--- config.mk ---
export PLATFORM = sky130hd
export DESIGN_NAME = sport_regfile
export DESIGN_NICKNAME = d
export VERILOG_FILES = /design/src/rtl/sport_pkg.sv /design/src/rtl/sport_rxq.sv /design/src/rtl/sport_txp.sv /design/src/rtl/sport_rsp.sv /design/src/rtl/sport_regfile.sv
export SDC_FILE = /design/constraint.sdc
export NUM_CORES = 1
export LEC_CHECK = 0
export ABC_AREA = 1
export ABC_CLOCK_PERIOD_IN_PS = 4430
export BUFFER_PORTS_ARGS = -buffer_cell sky130_fd_sc_hd__buf_2
export CAP_MARGIN = 20
export CORE_ASPECT_RATIO = 1.5
export CORE_MARGIN = 1.5
export CORE_UTILIZATION = 50
export CTS_BUF_LIST = sky130_fd_sc_hd__clkbuf_4 sky130_fd_sc_hd__clkbuf_8
export DETAILED_ROUTE_END_ITERATION = 10
export GPL_TIMING_DRIVEN = 0
export PLACE_DENSITY = 0.69
export REMOVE_ABC_BUFFERS = 1
export SETUP_SLACK_MARGIN = 0.1
export SYNTH_ARGS = -nofsm -noshare
export SYNTH_HDL_FRONTEND = slang
export SYNTH_SLANG_ARGS = --single-unit
--- constraint.sdc ---
create_clock -name clk -period 4.43 [get_ports clk]
set_input_delay 0.886 -clock clk [delete_from_list [all_inputs] [get_ports clk]]
set_output_delay 0.886 -clock clk [all_outputs]
set_load 0.01 [all_outputs]
--- src/rtl/sport_pkg.sv ---
package sport_pkg;

    localparam int DATA_W     = 32;
    localparam int IDX_W      = 4;
    localparam int WORD_SLOTS = 1 << IDX_W;
    localparam int NUM_WORDS  = 15;

    // word indices (byte offset / 4)
    localparam int OFS_TXCTL  = 0;
    localparam int OFS_TXDMA  = 1;
    localparam int OFS_RXCTL  = 2;
    localparam int OFS_TXDATA = 7;
    localparam int OFS_POP    = 8;
    localparam int OFS_PEEK   = 9;
    localparam int OFS_MASK   = 11;
    localparam int OFS_ACK    = 12;
    localparam int OFS_RAW    = 13;
    localparam int OFS_MSKD   = 14;

    // status word flags
    localparam int ST_DAV  = 16;
    localparam int ST_IDLE = 22;
    localparam int ST_RDY  = 24;

    localparam int RXEN_BIT = 3;
    localparam logic [DATA_W-1:0] RXCTL_RST = 32'h0001_0000;

    // raw interrupt bits
    localparam int IRQ_TXA  = 0;
    localparam int IRQ_TXB  = 1;
    localparam int IRQ_RXNE = 3;

    typedef enum logic { TXP_CLEAR, TXP_ARMED } txp_state_t;
    typedef enum logic { RSP_IDLE,  RSP_DATA  } rsp_state_t;

    function automatic bit word_is_stored(input int idx);
        return (idx < NUM_WORDS) && (idx != OFS_POP) && (idx != OFS_PEEK) &&
               (idx != OFS_RAW) && (idx != OFS_MSKD);
    endfunction

    function automatic logic [DATA_W-1:0] word_reset(input int idx);
        return (idx == OFS_RXCTL) ? RXCTL_RST : '0;
    endfunction

endpackage

--- src/rtl/sport_rxq.sv ---
module sport_rxq #(
    parameter int DEPTH = 16,
    parameter int WIDTH = 8
) (
    input  logic                          clk,
    input  logic                          rst_n,
    input  logic                          push_req,
    input  logic [WIDTH-1:0]              push_data,
    input  logic                          pop_req,
    output logic [WIDTH-1:0]              head,
    output logic [$clog2(DEPTH+1)-1:0]    count,
    output logic [$clog2(DEPTH+1)-1:0]    count_nxt,
    output logic                          push_ok,
    output logic                          pop_ok
);
    localparam int PTR_W = $clog2(DEPTH);
    localparam int CNT_W = $clog2(DEPTH+1);
    localparam logic [PTR_W-1:0] PTR_LAST = PTR_W'(DEPTH - 1);
    localparam logic [CNT_W-1:0] CNT_FULL = CNT_W'(DEPTH);

    logic [WIDTH-1:0] mem [DEPTH];
    logic [PTR_W-1:0] wr_ptr, rd_ptr;

    assign push_ok = push_req && (count != CNT_FULL);
    assign pop_ok  = pop_req  && (count != '0);
    assign head    = mem[rd_ptr];

    always_comb begin
        unique case ({push_ok, pop_ok})
            2'b10:   count_nxt = count + 1'b1;
            2'b01:   count_nxt = count - 1'b1;
            default: count_nxt = count;
        endcase
    end

    always_ff @(posedge clk) begin
        if (push_ok) mem[wr_ptr] <= push_data;
    end

    always_ff @(posedge clk or negedge rst_n) begin
        if (!rst_n) begin
            wr_ptr <= '0;
            rd_ptr <= '0;
            count  <= '0;
        end else begin
            if (push_ok) wr_ptr <= (wr_ptr == PTR_LAST) ? '0 : wr_ptr + 1'b1;
            if (pop_ok)  rd_ptr <= (rd_ptr == PTR_LAST) ? '0 : rd_ptr + 1'b1;
            count <= count_nxt;
        end
    end
endmodule

--- src/rtl/sport_txp.sv ---
module sport_txp #(
    parameter int BYTE_W = 8
) (
    input  logic              clk,
    input  logic              rst_n,
    input  logic              tx_wr,
    input  logic              ack_wr,
    input  logic [BYTE_W-1:0] tx_data,
    output logic              armed,
    output logic              tx_stb,
    output logic [BYTE_W-1:0] tx_byte
);
    import sport_pkg::*;

    txp_state_t state, state_nxt;

    always_comb begin
        state_nxt = state;
        unique case (state)
            TXP_CLEAR: if (tx_wr)  state_nxt = TXP_ARMED;
            TXP_ARMED: if (ack_wr) state_nxt = TXP_CLEAR;
            default:   state_nxt = TXP_CLEAR;
        endcase
    end

    always_ff @(posedge clk or negedge rst_n) begin
        if (!rst_n) state <= TXP_CLEAR;
        else        state <= state_nxt;
    end

    // output process: registered strobe and byte
    always_ff @(posedge clk or negedge rst_n) begin
        if (!rst_n) begin
            tx_stb  <= 1'b0;
            tx_byte <= '0;
        end else begin
            tx_stb <= tx_wr;
            if (tx_wr) tx_byte <= tx_data;
        end
    end

    assign armed = (state == TXP_ARMED);
endmodule

--- src/rtl/sport_rsp.sv ---
module sport_rsp #(
    parameter int DATA_W = 32
) (
    input  logic              clk,
    input  logic              rst_n,
    input  logic              rd_req,
    input  logic [DATA_W-1:0] rd_word,
    output logic              rsp_valid,
    output logic [DATA_W-1:0] rsp_rdata
);
    import sport_pkg::*;

    rsp_state_t state, state_nxt;

    always_comb begin
        unique case (state)
            RSP_IDLE: state_nxt = rd_req ? RSP_DATA : RSP_IDLE;
            RSP_DATA: state_nxt = rd_req ? RSP_DATA : RSP_IDLE;
            default:  state_nxt = RSP_IDLE;
        endcase
    end

    always_ff @(posedge clk or negedge rst_n) begin
        if (!rst_n) state <= RSP_IDLE;
        else        state <= state_nxt;
    end

    always_ff @(posedge clk or negedge rst_n) begin
        if (!rst_n)      rsp_rdata <= '0;
        else if (rd_req) rsp_rdata <= rd_word;
    end

    assign rsp_valid = (state == RSP_DATA);
endmodule

--- src/rtl/sport_regfile.sv ---
module sport_regfile #(
    parameter int ADDR_W    = 8,
    parameter int RXQ_DEPTH = 16,
    parameter int BYTE_W    = 8
) (
    input  logic                        clk,
    input  logic                        rst_n,
    input  logic                        bus_req,
    input  logic                        bus_we,
    input  logic [ADDR_W-1:0]           bus_addr,
    input  logic [3:0]                  bus_be,
    input  logic [sport_pkg::DATA_W-1:0] bus_wdata,
    output logic                        rsp_valid,
    output logic [sport_pkg::DATA_W-1:0] rsp_rdata,
    input  logic                        rx_valid,
    input  logic [BYTE_W-1:0]           rx_byte,
    output logic                        tx_stb,
    output logic [BYTE_W-1:0]           tx_byte,
    output logic                        irq
);
    import sport_pkg::*;

    localparam int CNT_W = $clog2(RXQ_DEPTH + 1);
    localparam int WADR_W = ADDR_W - 2;

    // ---------------- decode ----------------
    logic [WADR_W-1:0] word_adr;
    logic [IDX_W-1:0]  idx;
    logic              acc_ok, wr_fire, rd_fire, rd_any;

    assign word_adr = bus_addr[ADDR_W-1:2];
    assign idx      = word_adr[IDX_W-1:0];
    assign acc_ok   = (bus_be == 4'hF) && (bus_addr[1:0] == 2'b00) &&
                      (word_adr < WADR_W'(NUM_WORDS));
    assign wr_fire  = bus_req &&  bus_we && acc_ok;
    assign rd_any   = bus_req && !bus_we;
    assign rd_fire  = rd_any && acc_ok;

    logic tx_wr, ack_wr, pop_rd;
    assign tx_wr  = wr_fire && (idx == IDX_W'(OFS_TXDATA));
    assign ack_wr = wr_fire && (idx == IDX_W'(OFS_ACK));
    assign pop_rd = rd_fire && (idx == IDX_W'(OFS_POP));

    // ---------------- transmit pending ----------------
    logic txp_armed;
    sport_txp #(.BYTE_W(BYTE_W)) u_txp (
        .clk     (clk),
        .rst_n   (rst_n),
        .tx_wr   (tx_wr),
        .ack_wr  (ack_wr),
        .tx_data (bus_wdata[BYTE_W-1:0]),
        .armed   (txp_armed),
        .tx_stb  (tx_stb),
        .tx_byte (tx_byte)
    );

    logic [DATA_W-1:0] ack_fix;
    assign ack_fix = txp_armed ? (bus_wdata & ~(DATA_W'(1) << IRQ_TXA)) : bus_wdata;

    // ---------------- stored words ----------------
    logic [DATA_W-1:0] word_q [WORD_SLOTS];

    for (genvar g = 0; g < WORD_SLOTS; g++) begin : g_word
        if (word_is_stored(g)) begin : g_store
            localparam logic [DATA_W-1:0] RST_V = word_reset(g);
            logic [DATA_W-1:0] wval;
            assign wval = (g == OFS_ACK) ? ack_fix : bus_wdata;
            always_ff @(posedge clk or negedge rst_n) begin
                if (!rst_n)
                    word_q[g] <= RST_V;
                else if (wr_fire && (idx == IDX_W'(g)))
                    word_q[g] <= wval;
            end
        end else begin : g_none
            assign word_q[g] = '0;
        end
    end

    logic rx_en;
    assign rx_en = word_q[OFS_RXCTL][RXEN_BIT];

    // ---------------- receive FIFO ----------------
    logic [BYTE_W-1:0] q_head;
    logic [CNT_W-1:0]  q_count, q_count_nxt;
    logic              q_push_ok, q_pop_ok;

    sport_rxq #(.DEPTH(RXQ_DEPTH), .WIDTH(BYTE_W)) u_rxq (
        .clk       (clk),
        .rst_n     (rst_n),
        .push_req  (rx_valid && rx_en),
        .push_data (rx_byte),
        .pop_req   (pop_rd),
        .head      (q_head),
        .count     (q_count),
        .count_nxt (q_count_nxt),
        .push_ok   (q_push_ok),
        .pop_ok    (q_pop_ok)
    );

    // ---------------- interrupts ----------------
    logic [1:0] raw_tx;
    logic       raw_rxne;

    always_ff @(posedge clk or negedge rst_n) begin
        if (!rst_n) begin
            raw_tx   <= '0;
            raw_rxne <= 1'b0;
        end else begin
            if (tx_wr)       raw_tx <= 2'b11;
            else if (ack_wr) raw_tx <= raw_tx & ~ack_fix[IRQ_TXB:IRQ_TXA];
            if (wr_fire || q_push_ok) raw_rxne <= (q_count_nxt != '0);
        end
    end

    logic [DATA_W-1:0] raw_word, masked_word, stat_word;

    always_comb begin
        raw_word = '0;
        raw_word[IRQ_TXB:IRQ_TXA] = raw_tx;
        raw_word[IRQ_RXNE] = raw_rxne;
    end

    assign masked_word = raw_word & word_q[OFS_MASK];
    assign irq         = |masked_word;

    always_comb begin
        stat_word = '0;
        stat_word[BYTE_W-1:0] = q_head;
        stat_word[ST_DAV]  = (q_count != '0);
        stat_word[ST_IDLE] = 1'b1;
        stat_word[ST_RDY]  = 1'b1;
    end

    // ---------------- read mux and response ----------------
    logic [DATA_W-1:0] rd_word;

    always_comb begin
        if (!acc_ok)
            rd_word = '0;
        else if ((idx == IDX_W'(OFS_POP)) || (idx == IDX_W'(OFS_PEEK)))
            rd_word = stat_word;
        else if (idx == IDX_W'(OFS_RAW))
            rd_word = raw_word;
        else if (idx == IDX_W'(OFS_MSKD))
            rd_word = masked_word;
        else
            rd_word = word_q[idx];
    end

    sport_rsp #(.DATA_W(DATA_W)) u_rsp (
        .clk       (clk),
        .rst_n     (rst_n),
        .rd_req    (rd_any),
        .rd_word   (rd_word),
        .rsp_valid (rsp_valid),
        .rsp_rdata (rsp_rdata)
    );
endmodule

==> impl_metrics.tcl <==
set metrics [dict create \
    fp.dieW_um 175.6 \
    total_routed_wirelength_um 57930 \
    synth.area.top_cells "dfrtp_1 (45%), edfxtp_1 (17%), o21ai_0 (8.6%), nand2_1 (8.4%), a22oi_1 (5.5%)" \
    synthCells 2225 \
    worst_slew_pin_slew_ns 1.090 \
    worstPathMaxFanout 28 \
    vertical_extent_of_the_die_um 261.9 \
    clock_insertion_delay_worst_skew_ns 0.63 \
    final_antenna_net_count 0 \
    wire_per_inst_um 19.96 \
    clock.fmax_mhz 306.2 \
    synth_top_area_share_pct 45.02 \
    post_route_cells_drive_above_1_share_pct 12.73 \
    total_congestion_overflow_after_global_routing 0 \
    cts_made_buffers 78 \
    floorplan.io_pins 100 \
    final_design_instance_area_without_fill_mm2 0.02498 \
    post_synth_num_cell_types 46 \
    postLayoutSetupSlackWorst_ns 1.165 \
    synth_area_per_cell_um2 10.04 \
    post-dp-hpwl_um 34240 \
    pwr_density_cell_mw_per_mm2 382.9 \
    setup.worst_path.end_class "flop" \
    cts.repair_timing.setup_buffer_count 0 \
    initial_utilization_pct 50.79 \
    cts_buffer_depth 3 \
    yosys_warnings 0 \
    global_route.usage.met2_pct 44.85 \
    critical_path_arrival_ns 3.75 \
    clkTransAtPathRegs_ns 0.06 \
    cts_num_sinks 531 \
    cts_tree "yes" \
    power_leakage_nw 10.51 \
    dpl.cell_count 2762 \
    postSynth.topFlopCell "dfrtp_1" \
    yosysMostFrequentCell "nand2_1" \
    report.final.slew_viol_count 0 \
    fin_worst_hold_slack_ns 0.1963 \
    path_type_of_the_worst_min_delay_path "input port to asynchronous set/reset pin" \
    grt_setup_unrepaired "no" \
    grt_use_met1_pct 31.38 \
    synth_top_cell_by_area "dfrtp_1" \
    max-cap-violations 0 \
    post_synth_instance_area_mm2 0.02234 \
    worstSetupStartpointType "flop" \
    finalClockSkew_ns 0.01755 \
    overall_track_demand_over_capacity_in_global_routing_pct 25.58 \
    synth-edff-count 128 \
    postSynth.asyncResetShare_pct 75.89 \
    startpoint_of_the_most_critical_register_to_register_path "u_rxq.rd_ptr[1]$_DFFE_PN0P_" \
    timing.critical_path.required_ns 4.92 \
    timing.final.crit_period_ns 3.265 \
    vias 17020 \
    dr_pass1_iterations 6 \
    gpl.final_weighted_congestion 0.8160 \
    report.final.setup_viol 0 \
    htreeDepth 3 \
    route.detailed.vias_per_inst 5.864 \
    finalNonFillerCells 2903 \
    cts_hold_repair.buffers 0 \
    floorplan.rows 94 \
    timing_hold_violations_final 0 \
    first_pass_grt_wire_length_um 91500 \
    cts_resized 0 \
    antenna_found_initial 1 \
    min_period_over_period_pct 73.71 \
    post-place-ws_ns 0.6033 \
    globalRouteMet3Util_pct 3.718 \
    placement.io_buffers 99 \
    post-route-drc-count 0 \
    startpoint "u_rxq.rd_ptr[1]$_DFFE_PN0P_" \
    detail_route.iter0.violations 1494 \
    design.die.area_mm2 0.04599 \
    grt_start_max_net_pins 125 \
    seq_area_frac_synth_pct 62.35 \
    slew-limit-headroom_pct 27.32 \
    irDropWorstVdd_mv 0.2366 \
    critical_path_class "flop to flop" \
    grt_pass1_vias 16960 \
    number_of_synthesized_register_bits 531 \
    outcome "completed" \
    core_area_mm2 0.04399 \
    totalNegativeSetupSlack_ns 0 \
    design.final.nets 2330 \
    dp_area_mm2 0.02330 \
    synth.cells.most_frequent "nand2_1 (501), dfrtp_1 (402), o21ai_0 (384)" \
    busiest_layer "met2" \
    cts.root.buffer_cell "clkbuf_8" \
    area_growth_from_synthesis_to_layout_pct 11.80 \
]
-- cells in the final DEF (no fill, tap or decap), types with 22 or more instances in the layout --
master / netlist / final
buf_2: 38 / 98
a22oi_1: 165 / 165
clkbuf_8: 0 / 97
a21oi_1: 102 / 102
nand3_1: 22 / 22
o22ai_1: 37 / 37
inv_1: 101 / 97
clkbuf_4: 0 / 28
nor3_1: 29 / 28
nand2_1: 501 / 501
nor2_1: 61 / 59
o21ai_0: 384 / 384
o21ai_1: 34 / 34
dfrtp_1: 402 / 401
edfxtp_1: 128 / 128
-- metal layers --
metal	wire, um	part of all wire (%)	up-vias
met3	3408	5.9	150
met1	22840	39	8408
met2	29640	51	610
met5	0	0	-
met4	2045	3.5	0
li1	-	-	7855
-- through the flow --
step           total power [mW]  util (%)
5_1_grt                   9.888     56.79
3_5_place_dp              5.491     52.97
4_1_cts                   9.648     56.78
2_1_floorplan             5.251         -
6_report                  9.564     56.79
3_3_place_gp              5.453     51.96
-- state kept, by name (all words and copies together), names as in the netlist --
register / count
u_txp.tx_stb: 1
rx_en: 1
u_txp.armed: 1
u_rsp.rsp_rdata: 32
u_rxq.mem: 128
u_rxq.wr_ptr: 4
u_rxq.count: 5
word_q: 351
u_rxq.rd_ptr: 4
u_rsp.rsp_valid: 1
raw_rxne: 1
raw_tx: 2
-- final timing paths --
path	cells past startpoint	to	slack, ns
setup reg to reg	8	u_rsp.rsp_rdata[4]$_DFFE_PN0P_	1.16
hold / removal	1	word_q[189]$_DFFE_PN0P_	0.20
hold reg to reg	2	u_rsp.rsp_rdata[18]$_DFFE_PN0P_	0.48
min in group clk	3	word_q[113]$_DFFE_PN0P_	0.48
setup / recovery	8	u_rsp.rsp_rdata[4]$_DFFE_PN0P_	1.16
max in group asynchronous	3	word_q[279]$_DFFE_PN0P_	2.65
-- kinds of logic after synthesis --
family / after synthesis / synth area share [%]
compound gates: 764 / 19.81
xor+xnor: 4 / 0.1568
fa+ha+maj: 7 / 0.3920
buf+inv: 265 / 4.995
flops: 531 / 62.35
simple gates: 654 / 12.30
-- area by class of cell --
class | instances | area (um2)
antenna | 1 | 2.502
clock buffer | 125 | 1545
clock inverter | 15 | 132.6
fill | 3792 | 19010
inverter | 109 | 414.1
multi-input combinational | 1429 | 7330
sequential | 531 | 13930
tap | 576 | 720.7
timing repair buffer | 117 | 904.6
-- critical path, cell delays in order, from the launching register on --
cell and delay (ns):
dfrtp_1 1.06, inv_1 0.67, buf_16 0.34, a21oi_1 0.13
a21oi_1 0.08, a221oi_1 0.38, o21ai_0 0.21, nand2_1 0.14
o21ai_0 0.10
-- report_power, final --
part           switching, mW  internal, mW
combinational          0.290        0.0733
clock                   1.84          2.33
sequential           0.00881          5.02
total                   2.14          7.43
Note: power is estimated with default switching activity, not from simulation.
